### src/rtl/irModPkg.sv
package irModPkg;
  typedef enum logic [1:0] {
    SEL_CAR_PERIOD = 2'd0,
    SEL_CAR_HIGH   = 2'd1,
    SEL_ACT_LEN    = 2'd2,
    SEL_TOT_LEN    = 2'd3
  } regSel_e;

  // strobes from control to datapath
  typedef struct packed {
    logic count;      // counters advance
    logic datClr;     // data counter back to zero
    logic loadStaged; // staged lengths into active pair
  } dpStrobe_t;
endpackage

### src/rtl/irModDatapath.sv
module irModDatapath
  import irModPkg::*;
#(
  parameter int CAR_W = 8,
  parameter int DAT_W = 16
) (
  input  logic             clk,
  input  logic             rstN,
  input  dpStrobe_t        strobe,
  input  logic             wrEn,
  input  logic [1:0]       wrSel,
  input  logic [DAT_W-1:0] wrData,
  input  logic             bufEn,
  input  logic             carEn,
  input  logic             invEn,
  output logic             actHit,
  output logic             totHit,
  output logic             irOut
);
  logic [CAR_W-1:0] carCnt, carPeriod, carHigh;
  logic [DAT_W-1:0] datCnt, actLen, totLen, actStage, totStage;
  logic carOn, envOn;

  // carrier counter: 0..carPeriod, cleared while idle
  always_ff @(posedge clk or negedge rstN) begin
    if (!rstN) carCnt <= '0;
    else if (!strobe.count) carCnt <= '0;
    else if (carCnt >= carPeriod) carCnt <= '0;
    else carCnt <= carCnt + 1'b1;
  end

  // data counter: holds while idle
  always_ff @(posedge clk or negedge rstN) begin
    if (!rstN) datCnt <= '0;
    else if (strobe.datClr) datCnt <= '0;
    else if (strobe.count) datCnt <= datCnt + 1'b1;
  end

  // configuration registers with staging copies for the lengths
  always_ff @(posedge clk or negedge rstN) begin
    if (!rstN) begin
      carPeriod <= '0;
      carHigh   <= '0;
      actLen    <= '0;
      totLen    <= '0;
      actStage  <= '0;
      totStage  <= '0;
    end else begin
      if (strobe.loadStaged) begin
        actLen <= actStage;
        totLen <= totStage;
      end
      if (wrEn) begin
        case (regSel_e'(wrSel))
          SEL_CAR_PERIOD: carPeriod <= wrData[CAR_W-1:0];
          SEL_CAR_HIGH:   carHigh   <= wrData[CAR_W-1:0];
          SEL_ACT_LEN: begin
            actStage <= wrData;
            if (!bufEn) actLen <= wrData;
          end
          SEL_TOT_LEN: begin
            totStage <= wrData;
            if (!bufEn) totLen <= wrData;
          end
          default: ;
        endcase
      end
    end
  end

  assign actHit = (datCnt == actLen);
  assign totHit = (datCnt == totLen);
  assign carOn  = carEn ? (carCnt <= carHigh) : 1'b1;
  assign envOn  = strobe.count && (datCnt < actLen);
  assign irOut  = (envOn && carOn) ^ invEn;
endmodule

### src/rtl/irModCtrl.sv
module irModCtrl
  import irModPkg::*;
#(
  parameter int NFLAG = 2
) (
  input  logic             clk,
  input  logic             rstN,
  input  logic             runSet,
  input  logic             runClr,
  input  logic             cntReset,
  input  logic             oneShot,
  input  logic             bufEn,
  input  logic             wrEn,
  input  logic [1:0]       wrSel,
  input  logic [NFLAG-1:0] flagClr,
  input  logic [NFLAG-1:0] irqEn,
  input  logic             actHit,
  input  logic             totHit,
  output dpStrobe_t        strobe,
  output logic             running,
  output logic             xferPending,
  output logic [NFLAG-1:0] irqFlags,
  output logic             irq
);
  logic symEnd, stageWr;
  logic [NFLAG-1:0] hitVec;

  assign symEnd  = running && totHit;
  assign stageWr = wrEn && bufEn &&
                   ((regSel_e'(wrSel) == SEL_ACT_LEN) || (regSel_e'(wrSel) == SEL_TOT_LEN));

  always_ff @(posedge clk or negedge rstN) begin
    if (!rstN) running <= 1'b0;
    else if (runClr) running <= 1'b0;
    else if (runSet) running <= 1'b1;
    else if (symEnd && oneShot) running <= 1'b0;
  end

  // staged write wins over a same-cycle transfer
  always_ff @(posedge clk or negedge rstN) begin
    if (!rstN) xferPending <= 1'b0;
    else if (stageWr) xferPending <= 1'b1;
    else if (symEnd) xferPending <= 1'b0;
  end

  assign strobe.count      = running;
  assign strobe.datClr     = cntReset || symEnd;
  assign strobe.loadStaged = symEnd && xferPending;

  assign hitVec = {NFLAG{running}} & {{(NFLAG-1){totHit}}, actHit};

  for (genvar i = 0; i < NFLAG; i++) begin : g_flag
    always_ff @(posedge clk or negedge rstN) begin
      if (!rstN) irqFlags[i] <= 1'b0;
      else if (hitVec[i]) irqFlags[i] <= 1'b1;
      else if (flagClr[i]) irqFlags[i] <= 1'b0;
    end
  end

  assign irq = |(irqFlags & irqEn);
endmodule

### src/rtl/irModulator.sv
module irModulator
  import irModPkg::*;
#(
  parameter int CAR_W = 8,
  parameter int DAT_W = 16,
  localparam int NFLAG = 2
) (
  input  logic             clk,
  input  logic             rstN,
  input  logic             runSet,
  input  logic             runClr,
  input  logic             cntReset,
  input  logic             oneShot,
  input  logic             bufEn,
  input  logic             carEn,
  input  logic             invEn,
  input  logic             wrEn,
  input  logic [1:0]       wrSel,
  input  logic [DAT_W-1:0] wrData,
  input  logic [NFLAG-1:0] flagClr,
  input  logic [NFLAG-1:0] irqEn,
  output logic             irOut,
  output logic             running,
  output logic             xferPending,
  output logic [NFLAG-1:0] irqFlags,
  output logic             irq
);
  dpStrobe_t strobe;
  logic actHit, totHit;

  irModCtrl #(.NFLAG(NFLAG)) ctrl_i (
    .clk(clk), .rstN(rstN), .runSet(runSet), .runClr(runClr),
    .cntReset(cntReset), .oneShot(oneShot), .bufEn(bufEn),
    .wrEn(wrEn), .wrSel(wrSel), .flagClr(flagClr), .irqEn(irqEn),
    .actHit(actHit), .totHit(totHit), .strobe(strobe),
    .running(running), .xferPending(xferPending),
    .irqFlags(irqFlags), .irq(irq)
  );

  irModDatapath #(.CAR_W(CAR_W), .DAT_W(DAT_W)) dp_i (
    .clk(clk), .rstN(rstN), .strobe(strobe), .wrEn(wrEn),
    .wrSel(wrSel), .wrData(wrData), .bufEn(bufEn), .carEn(carEn),
    .invEn(invEn), .actHit(actHit), .totHit(totHit), .irOut(irOut)
  );
endmodule

### config.mk
export PLATFORM = sky130hd
export DESIGN_NAME = irModulator
export DESIGN_NICKNAME = d
export VERILOG_FILES = /design/src/rtl/irModPkg.sv /design/src/rtl/irModDatapath.sv /design/src/rtl/irModCtrl.sv /design/src/rtl/irModulator.sv
export SDC_FILE = /design/constraint.sdc
export NUM_CORES = 1
export LEC_CHECK = 0
export BUFFER_PORTS_ARGS = -buffer_cell sky130_fd_sc_hd__buf_2
export CAP_MARGIN = 10
export CORE_ASPECT_RATIO = 0.8
export CORE_UTILIZATION = 51
export DETAILED_ROUTE_END_ITERATION = 7
export GPL_TIMING_DRIVEN = 0
export PLACE_DENSITY = 0.81
export SLEW_MARGIN = 40
export SYNTH_ARGS = -nofsm -noshare
export SYNTH_HDL_FRONTEND = slang
export SYNTH_HIERARCHICAL = 1
export SYNTH_SLANG_ARGS = --single-unit
### constraint.sdc
create_clock -name clk -period 5.9 [get_ports clk]
set_input_delay 0 -clock clk [delete_from_list [all_inputs] [get_ports clk]]
set_output_delay 0 -clock clk [all_outputs]
set_load 0.005 [all_outputs]
-- Word-level counts from Yosys, hierarchy flattened
Index checks and enable logic that the tools add are counted.
- register bits: 108
- logic and storage cells: 67
- add/subtract/negate cells: 2
- $lt $le $gt $ge: 3
- equal/unequal tests: 5
- multiplexer cells: 22
- bitwise logic cells: 3
- reductions and logical operators: 20
- operators by type and width (cell ; number):
    2-to-1 mux 16 bit ; 10
    == test 16 bit ; 2
    adder 16 x 1 -> 16 bit, second input constant ; 1
    < comparator 16 bit ; 1
    2-to-1 mux 8 bit ; 2
    2-to-1 mux 1 bit ; 10
    adder 8 x 1 -> 8 bit, second input constant ; 1
    greater-or-equal comparator 8 bit ; 1
    less-or-equal comparator 8 bit ; 1
    AND reduction 2 bit ; 4
    nonzero test 2 bit ; 4
    logical AND 1 bit ; 7
    bitwise AND 2 bit ; 2
    == test 2 bit, second input constant ; 2
    nonzero test 3 bit ; 1
    == test 2 x 1 -> 1 bit, second input constant ; 1
    logical NOT 2 bit ; 1
    logical OR 1 bit ; 2
    OR reduction 2 bit ; 1
    XOR 1 bit ; 1

-- Longest topological paths before layout
Gate-level depths: netlist (run 1).
- depth in word-level cells: 7
- mapped depth: 13
- gate-level depth less buffers: 11

-- Cells and area by module
Netlist (run 1), hierarchy kept.
- modules (own cells, without submodules) (module ; instances ; cells each ; area an instance (µm²)):
    irModDatapath ; 1 ; 487 ; 5335.1
    irModCtrl ; 1 ; 18 ; 181.4

-- Worst setup path before layout (run 1)
OpenSTA, ideal clock, no wires.
- path kind: register to register
- start: register dp_i.datCnt[2]
- end: register dp_i.datCnt[15]
- setup time: 122 ps
- arrival time: 2240 ps
- setup slack: 3538 ps
- cell stages (with the launch flop): 14
- clock period less this slack: 2362 ps
- path through: dfrtp_1 -> buf_2 -> xnor2_1 -> nand4_1 -> nor4_1 -> nand2_1 -> nand2b_1 -> buf_2 -> o2111ai_4 -> nor3_4 -> and2_1 -> nand4_1 -> xor2_1 -> nor2_1
- RTL lines (what ; line ; source):
    start: declaration ; irModDatapath.sv:21 ; logic [DAT_W-1:0] datCnt, actLen, totLen, actStage, totStage;
    start signal: assignment ; irModDatapath.sv:36 ; else if (strobe.count) datCnt <= datCnt + 1'b1;

==> results.json, run 1 <==
{
  "synth.distinct_cells": 45,
  "p_switching_mw": 0.4928,
  "cp.required_ps": 6130,
  "synth_top_area_share_pct": 48.99,
  "wirelength_um": 12430,
  "fmax_mhz": 318.2,
  "cts-htree-levels": 3,
  "maxSlewHeadroom_pct": 47.39,
  "grt_pass1_vias": 4211,
  "hold_path.class": "primary input to register",
  "r2r_start": "dp_i/datCnt[2]",
  "ir_drop_v": 0.0001440,
  "vias_per_cell": 5.526,
  "ioPinCount": 38,
  "vias": 3984,
  "tightest_slew_ps": 789.2,
  "numCtsBuffers": 9,
  "drtIter0Drc": 302,
  "syn2layout_area_growth_pct": 17.19,
  "fill_cells": 794,
  "drv_cap": 0,
  "fin_util_pct": 62.38,
  "finClkSkew_ps": 7.472,
  "layout.area.seq_um2": 2703,
  "syn_area_per_cell_um2": 10.92,
  "grt_max_degree": 74,
  "synth_area_leaders": "dfrtp_1 49%, mux2_2 8.4%, ha_1 7.7%",
  "crit_family": "simple AND/OR/NAND/NOR gates",
  "critPathMaxStageDelay_ps": 650,
  "track_usage_pct": 24.13,
  "cts.repair.resized": 0,
  "rsz0062_at_grt": "false",
  "power.share.clock_pct": 35.4,
  "first_pass_iters": 4,
  "syn_inst": 505,
  "dieArea_um2": 11240,
  "die_w_um": 118.3,
  "grt_pass1_wl_um": 20860,
  "ctsHoldBuffers": 22,
  "wl_per_cell_um": 17.24,
  "ant_nets": 0,
  "dp_hpwl_um": 8814,
  "drive_above_1_share_pct": 19.97,
  "die_h_um": 95.03,
  "layout.cells.non_filler": 721,
  "netlist.top_cell.by_area": "dfrtp_1",
  "crit_slowest_cell": "nor4_1",
  "cts_tree": "built",
  "outcome": "complete, no violations",
  "p_int_mw": 1.385,
  "place_inst": 683,
  "overflow": 0,
  "clk_latency_ps": 350,
  "post-route-period-util_pct": 53.26,
  "hold_viol": 0,
  "path_cells": "buf_2 -> xnor2_1 -> nand4_1 -> nor4_1 -> nand2_1 -> nand2b_1 -> buf_2 -> o2111ai_4 -> nor3_4 -> and2_1 -> nand4_1 -> xor2_1 -> nor2_1",
  "synth_fp_nets": 571,
  "critPathLaunch": "dp_i/datCnt[2]",
  "yosysWarnings": 6,
  "crit_arrival_ps": 3380,
  "critPathBufInv": 2,
  "fin_nets": 642,
  "start_kind": "register",
  "synth_seq_cells": 108,
  "crit_path_end_kind": "register",
  "power_density_nw_per_um2": 290.5,
  "place_ws_ps": 2845,
  "min_from": "wrData[0]",
  "place.gp.congestion": 0.8576,
  "setup_viol": 0,
  "port_buffers": 37,
  "cts_buffer_depth": 2,
  "pwr-share-seq_pct": 48.7,
  "setup_ws_ps": 2758,
  "antenna_found_initial": 0,
  "n_antenna_cell": 0,
  "initial_core_util_pct": 53.23,
  "drc": 0,
  "maxSlewViolCount": 0,
  "fin_crit_ps": 3142,
  "cts_setup_buffers": 0,
  "cts_root_buffer": "clkbuf_16",
  "critPathKind": "register to register",
  "syn-cell-area_um2": 5517,
  "cts.clk_slew.worst_paths_ps": 70,
  "synth_seq_area_share_pct": 48.99,
  "core_um2": 10360,
  "row_count": 33,
  "sw_frac_of_total_pct": 26.24,
  "leakage_nw": 2.899,
  "clock-sinks": 108,
  "comb_power_share_pct": 15.9,
  "cp_max_fo": 9,
  "multi_input_area_um2": 2587,
  "setup_tns_ps": 0
}
## flip-flops by register name, summed over array words and instances (netlist names)
register and cells:
ctrl_i/irqFlags 2, dp_i/carCnt 8, ctrl_i/xferPending 1, dp_i/actLen 16, dp_i/carHigh 8, ctrl_i/running 1
dp_i/carPeriod 8, dp_i/datCnt 16, dp_i/totStage 16, dp_i/totLen 16, dp_i/actStage 16
## worst reg2reg max path, stage by stage, from the launching register on
cell	delay [ps]
dfrtp_1	390
buf_2	190
xnor2_1	150
nand4_1	90
nor4_1	650
nand2_1	270
nand2b_1	140
buf_2	230
o2111ai_4	180
nor3_4	200
and2_1	190
nand4_1	120
xor2_1	160
nor2_1	50
## power by group through the flow
stage	Clock (mW)	Sequential, mW	Combinational, mW
after global placement	0	0.920	0.263
after CTS	0.677	0.913	0.301
after detailed placement	0	0.927	0.285
after global routing	0.704	0.926	0.337
final	0.665	0.915	0.299
after floorplan	0	0.905	0.199
## worst paths after layout
kind	to	slack, ps	cells past startpoint
setup / recovery	dp_i/datCnt[15]	2760	13
hold / removal	dp_i/actLen[0]	20	3
setup reg to reg	dp_i/datCnt[15]	2760	13
hold reg to reg	dp_i/carCnt[0]	510	1
max in group asynchronous	dp_i/totStage[10]	5150	3
min in group asynchronous	dp_i/totLen[0]	100	2
## final cells by class
type,count,area share (%)
repair buffers,60,6.851
plain buffers,19,1.413
flip-flops and latches,108,41.80
clock inverters,6,1.413
multi-input cells,342,40.02
inverters,36,2.090
clock buffers,10,3.697
well taps,140,2.710
## cells by family after synthesis
kind of cell	share of synthesized area, %
adders and majority gates	7.712
and+or+nand+nor	10.91
muxes	14.36
buffers and inverters	4.105
AOI/OAI and AO/OA	8.052
DFF	48.99
xor gates and xnor gates	5.874
## metal layers
metal	up-vias	track usage [%]	routed length (µm)
met2	101	41.47	6025
li1	1885	-	-
met4	0	9.402	321
met5	-	0	0
met1	1969	30.75	5506
met3	29	4.306	579
## cell usage in the layout, fill, tap and decap left out, drive strengths merged, types with 6 or more instances in the layout
cell	synthesis	routed
dfrtp	108	108
dlygate4sd3	0	22
nand4	12	12
nand3	11	11
inv	36	39
nor2	44	44
xor2	12	12
nand2	33	33
o21ai	29	29
a21oi	24	24
mux2i	33	33
and3	6	6
buf	12	50
clkbuf	7	17
xnor2	25	25
mux2	41	41
ha	34	34
## cell usage after synthesis, drive strengths merged
library cell  number
o21a               1
ha                34
clkbuf             7
nand3b             2
inv               36
o21ai             29
o211ai             3
o211a              1
or2                1
a21oi             24
buf               12
nand3             11
nand4             12
xnor2             25
or3                1
a211oi             4
a32o               1
mux2i             33
o31ai              1
nand2             33
a221oi             1
and3               6
a21o               4
nor3b              1
a311oi             1
dfrtp            108
nor2              44
xor2              12
nand2b             4
mux2              41
nor4               1
and2               1
nor2b              2
nor3               5
o2111ai            2
a22o               1
## through the flow
stage	instance area (µm²)	hold WS, ps	power [mW]
after global placement	5877	151.0	1.182
after floorplan	5517	-295.6	1.104
after detailed placement	5914	-109.1	1.213
after global routing	6465	34.88	1.967
after CTS	6465	7.981	1.890
final	6465	19.58	1.878
Note: power is estimated with default switching activity, not from simulation.
==> run 2: changes to the inputs <==
clock period = 2.9 ns   (was 5.9 ns; I/O delays follow)
==> results.json, run 2 (synthesis gave the netlist of run 1 again) <==
{
  "outcome": "complete, no violations",
  "setup_ws_ps": 184.3,
  "fmax_mhz": 368.2,
  "vias": 4016,
  "grt_pass1_wl_um": 20920,
  "cts_root_buffer": "clkbuf_16",
  "place.gp.congestion": 0.8576,
  "fin_crit_ps": 2716,
  "ir_drop_v": 0.0002924,
  "grt_max_degree": 74,
  "die_h_um": 95.03,
  "setup_viol": 0,
  "hold_viol": 0,
  "n_antenna_cell": 0,
  "min_from": "wrData[0]",
  "cts_buffer_depth": 2,
  "post-route-period-util_pct": 93.64,
  "port_buffers": 37,
  "wl_per_cell_um": 17.31,
  "cp.required_ps": 3140,
  "crit_arrival_ps": 2960,
  "finClkSkew_ps": 9.108,
  "track_usage_pct": 24.19,
  "place_inst": 683,
  "drtIter0Drc": 318,
  "layout_commonest_cell": "dfrtp_1",
  "cts.clk_slew.worst_paths_ps": 70,
  "holdPathStages": 3,
  "ioPinCount": 38,
  "clock-sinks": 108,
  "grt_pass1_vias": 4229,
  "overflow": 0,
  "leakage_nw": 2.919,
  "vias_per_cell": 5.570,
  "place_ws_ps": -155.0,
  "antenna_found_initial": 0,
  "min_to": "dp_i/actLen[0]",
  "critPathKind": "register to register",
  "layout_common_cells": "107 x dfrtp_1, 44 x nor2_1, 44 x buf_2",
  "maxSlewHeadroom_pct": 59.95,
  "r2r-end": "dp_i/datCnt[15]",
  "drc": 0,
  "dp_hpwl_um": 8814,
  "fin_nets": 642,
  "die_w_um": 118.3,
  "numCtsBuffers": 9,
  "rsz0062_at_grt": "true",
  "cts-htree-levels": 3,
  "core_um2": 10360,
  "crit_path_end_kind": "register",
  "row_count": 33,
  "initial_core_util_pct": 53.23,
  "r2r_slack_ps": 180,
  "fill_cells": 793,
  "layout.cells.non_filler": 721,
  "power_mw": 3.826,
  "tightest_slew_ps": 600.7,
  "drv_cap": 0,
  "syn2layout_area_growth_pct": 17.60,
  "cts_tree": "built",
  "start_kind": "register",
  "hold_path.class": "primary input to register",
  "ant_nets": 0,
  "r2r_start": "dp_i/datCnt[0]",
  "power_density_nw_per_um2": 589.7,
  "wirelength_um": 12480,
  "first_pass_iters": 4,
  "clk_latency_ps": 350,
  "cp_max_fo": 9,
  "dieArea_um2": 11240,
  "worst_r2r_path_depth": 12,
  "maxSlewViolCount": 0,
  "drive_above_1_share_pct": 20.65
}
==> run 2: worst max path at each step <==
stage / slack [ps] / endpoint / cells after the start / from
final: 180 / dp_i/datCnt[15] / 12 / dp_i/datCnt[0]
after global routing: -20 / dp_i/datCnt[15] / 12 / dp_i/datCnt[1]
after CTS: 6 / dp_i/datCnt[15] / 13 / dp_i/datCnt[2]
after detailed placement: -160 / dp_i/datCnt[15] / 12 / dp_i/datCnt[1]
after global placement: -80 / dp_i/datCnt[15] / 12 / dp_i/datCnt[1]
after floorplan: 540 / dp_i/datCnt[15] / 13 / dp_i/datCnt[2]
==> run 2: worst max-delay path: stages, from the launching register on <==
cell	delay (ps)
dfrtp_1	470
xnor2_1	230
nand4_1	170
nor4_4	360
nand2_2	150
nand2b_1	110
clkbuf_4	200
o2111ai_4	170
nor3_4	200
and2_1	190
nand4_1	120
xor2_1	160
nor2_1	50
==> run 2: area by class of cell <==
class | instances | area, µm² | area share (%)
plain buffers | 19 | 95.09 | 1.466
clock buffers | 10 | 239.0 | 3.684
clock inverters | 6 | 91.34 | 1.408
inverters | 36 | 135.1 | 2.083
multi-input cells | 342 | 2605 | 40.15
flip-flops and latches | 108 | 2704 | 41.68
well taps | 140 | 175.2 | 2.700
repair buffers | 60 | 442.9 | 6.827
==> run 2: routing by layer <==
layer  track usage [%]  part of all wire, %  vias to the layer above  wire length [µm]
met3             4.306                  4.5                       27               557
met4             9.295                  2.2                        0               272
met5                 0                    0                        -                 0
met2             41.62                   49                      109              6123
met1             30.83                   44                     1989              5531
li1                  -                    -                     1891                 -
==> run 2: what timing repair did <==
item,in CTS,in global routing
setup endpoints to repair,15,16
pin swaps,0,1
hold endpoints to repair,169,0
resized for setup,1,5
hold buffers,22,0
buffers inserted,0,0
==> run 2: per-stage QoR <==
| stage | utilization (%) | TNS [ps] | hold slack (ps) | instance area, µm² |
|---|---|---|---|---|
| 5_1_grt | 62.60 | -15.54 | 34.88 | 6487 |
| 4_1_cts | 62.44 | 0 | 7.981 | 6471 |
| 3_3_place_gp | 56.71 | -759.6 | 151.0 | 5877 |
| 6_report | 62.60 | 0 | 17.40 | 6487 |
| 3_5_place_dp | 57.07 | -1333 | -109.1 | 5914 |
| 2_1_floorplan | - | 0 | -295.6 | 5517 |
==> run 2: report_power, final <==
part,internal (mW),switching [mW],total [mW]
Combinational,0.306,0.305,0.611
Sequential,1.72,0.137,1.86
Clock,0.788,0.565,1.35
==> run 3: changes to the inputs <==
CTS_BUF_LIST = sky130_fd_sc_hd__clkbuf_4   (was unset)
PLACE_DENSITY = 0.69   (was 0.81)
==> results.json, run 3 (synthesis gave the netlist of run 1 again) <==
{
  "port_buffers": 37,
  "layout_commonest_cell": "dfrtp_1",
  "first_pass_iters": 5,
  "cts_root_buffer": "clkbuf_4",
  "row_count": 33,
  "clock-sinks": 108,
  "outcome": "complete, no violations",
  "syn2layout_area_growth_pct": 16.31,
  "ant_nets": 0,
  "fmax_mhz": 365.1,
  "place_ws_ps": -278.1,
  "critPathKind": "register to register",
  "place_inst": 683,
  "critPathLaunch": "dp_i/datCnt[4]",
  "cts_tree": "built",
  "grt_max_degree": 63,
  "overflow": 0,
  "r2r_start": "dp_i/datCnt[4]",
  "start_kind": "register",
  "wl_per_cell_um": 16.79,
  "die_h_um": 95.03,
  "crit_path_end_kind": "register",
  "drc": 0,
  "cp.required_ps": 3270,
  "ioPinCount": 38,
  "crit_arrival_ps": 3110,
  "fin_crit_ps": 2739,
  "vias": 3986,
  "hold_viol": 0,
  "fin_nets": 650,
  "drv_cap": 0,
  "core_um2": 10360,
  "drive_above_1_share_pct": 21.22,
  "fill_cells": 834,
  "layout_common_cells": "103 x dfrtp_1, 45 x buf_2, 44 x nor2_1",
  "setup_viol": 0,
  "setup_tns_ps": 0,
  "dp_hpwl_um": 8714,
  "finClkSkew_ps": 19.54,
  "cts_buffer_depth": 2,
  "post-route-period-util_pct": 94.45,
  "leakage_nw": 2.886,
  "wirelength_um": 12240,
  "maxSlewViolCount": 0,
  "grt_pass1_wl_um": 19950,
  "ir_drop_v": 0.0002841,
  "power_density_nw_per_um2": 507.6,
  "placed_area_um2": 5914,
  "dieArea_um2": 11240,
  "cts.clk_slew.worst_paths_ps": 160,
  "postLayoutCellArea_um2": 6416,
  "hold_path.class": "primary input to asynchronous set/reset pin",
  "maxSlewHeadroom_pct": 63.04,
  "antenna_found_initial": 0,
  "n_antenna_cell": 0,
  "grt_pass1_vias": 3860,
  "track_usage_pct": 23.59,
  "cts-htree-levels": 3,
  "place.gp.congestion": 0.8658,
  "tightest_slew_ps": 554.4,
  "numCtsBuffers": 9,
  "drtIter0Drc": 358,
  "setup_ws_ps": 161.0,
  "cp_max_fo": 9,
  "initial_core_util_pct": 53.23,
  "clk_latency_ps": 480,
  "layout.cells.non_filler": 729,
  "die_w_um": 118.3,
  "vias_per_cell": 5.468
}
## run 3: cell types whose count changed in the layout (fill, tap and decap cells not counted), moves of 3 or more
cell           delta
clkbuf_4         +10
clkbuf_16         -9
dlygate4sd3_1     +7
dfrtp_1           -4
dfrtp_2           +4
clkinvlp_4        +3
## run 3: path summary, 6_finish.rpt
path | end | slack (ps) | cells past startpoint
max reg2reg | dp_i/datCnt[15] | 160 | 12
min reg2reg | dp_i/carCnt[0] | 520 | 1
min | dp_i/datCnt[4] | 70 | 3
min in group clk | irOut | 260 | 3
max in group asynchronous | dp_i/carPeriod[5] | 2530 | 3
max | dp_i/datCnt[15] | 160 | 12
## run 3: cell type report
cell class	count	area, µm²	area share (%)
inverter	36	135.1	2.106
timing repair buffer	68	540.5	8.424
multi-input combinational	342	2616	40.78
clock buffer	10	75.07	1.170
buffer	19	95.09	1.482
clock inverter	6	70.07	1.092
sequential	108	2709	42.22
tap	140	175.2	2.730
## run 3: worst max-delay path, stage by stage, from the launching register on
cell and delay [ps]:
dfrtp_2 500, xnor2_1 170, nand4_1 170, nor4_4 440, nand2_1 150, nand2b_1 90, clkbuf_4 210, o2111ai_4 180
nor3_4 190, and2_1 180, nand4_1 120, xor2_1 170, nor2_1 60
## run 3: layer usage
layer	wire length [µm]	part of all wire [%]	global-route usage, %
met4	169	1.4	7.692
met2	5263	43	35.69
met3	481	3.9	4.605
met5	0	0	0
met1	6327	52	34.19
## run 3: timing repair
item	CTS	global route
setup endpoints to repair	16	4
gates resized for setup	3	8
pin swaps	0	1
endpoints found under the hold margin	198	0
buffers inserted	0	0
hold buffers	30	0
## run 3: report_power, final
part / internal (mW) / switching [mW] / total (mW)
clock: 0.278 / 0.507 / 0.786
combinational: 0.319 / 0.297 / 0.615
sequential: 1.72 / 0.133 / 1.86
## run 3: through the flow
stage	hold WS (ps)	util [%]	power [mW]
finish	70.69	61.91	3.257
global route	44.72	61.91	3.453
CTS	41.50	61.69	3.290
detailed placement	-78.94	57.07	2.458
global placement	158.2	56.71	2.415
floorplan	-295.6	-	2.245
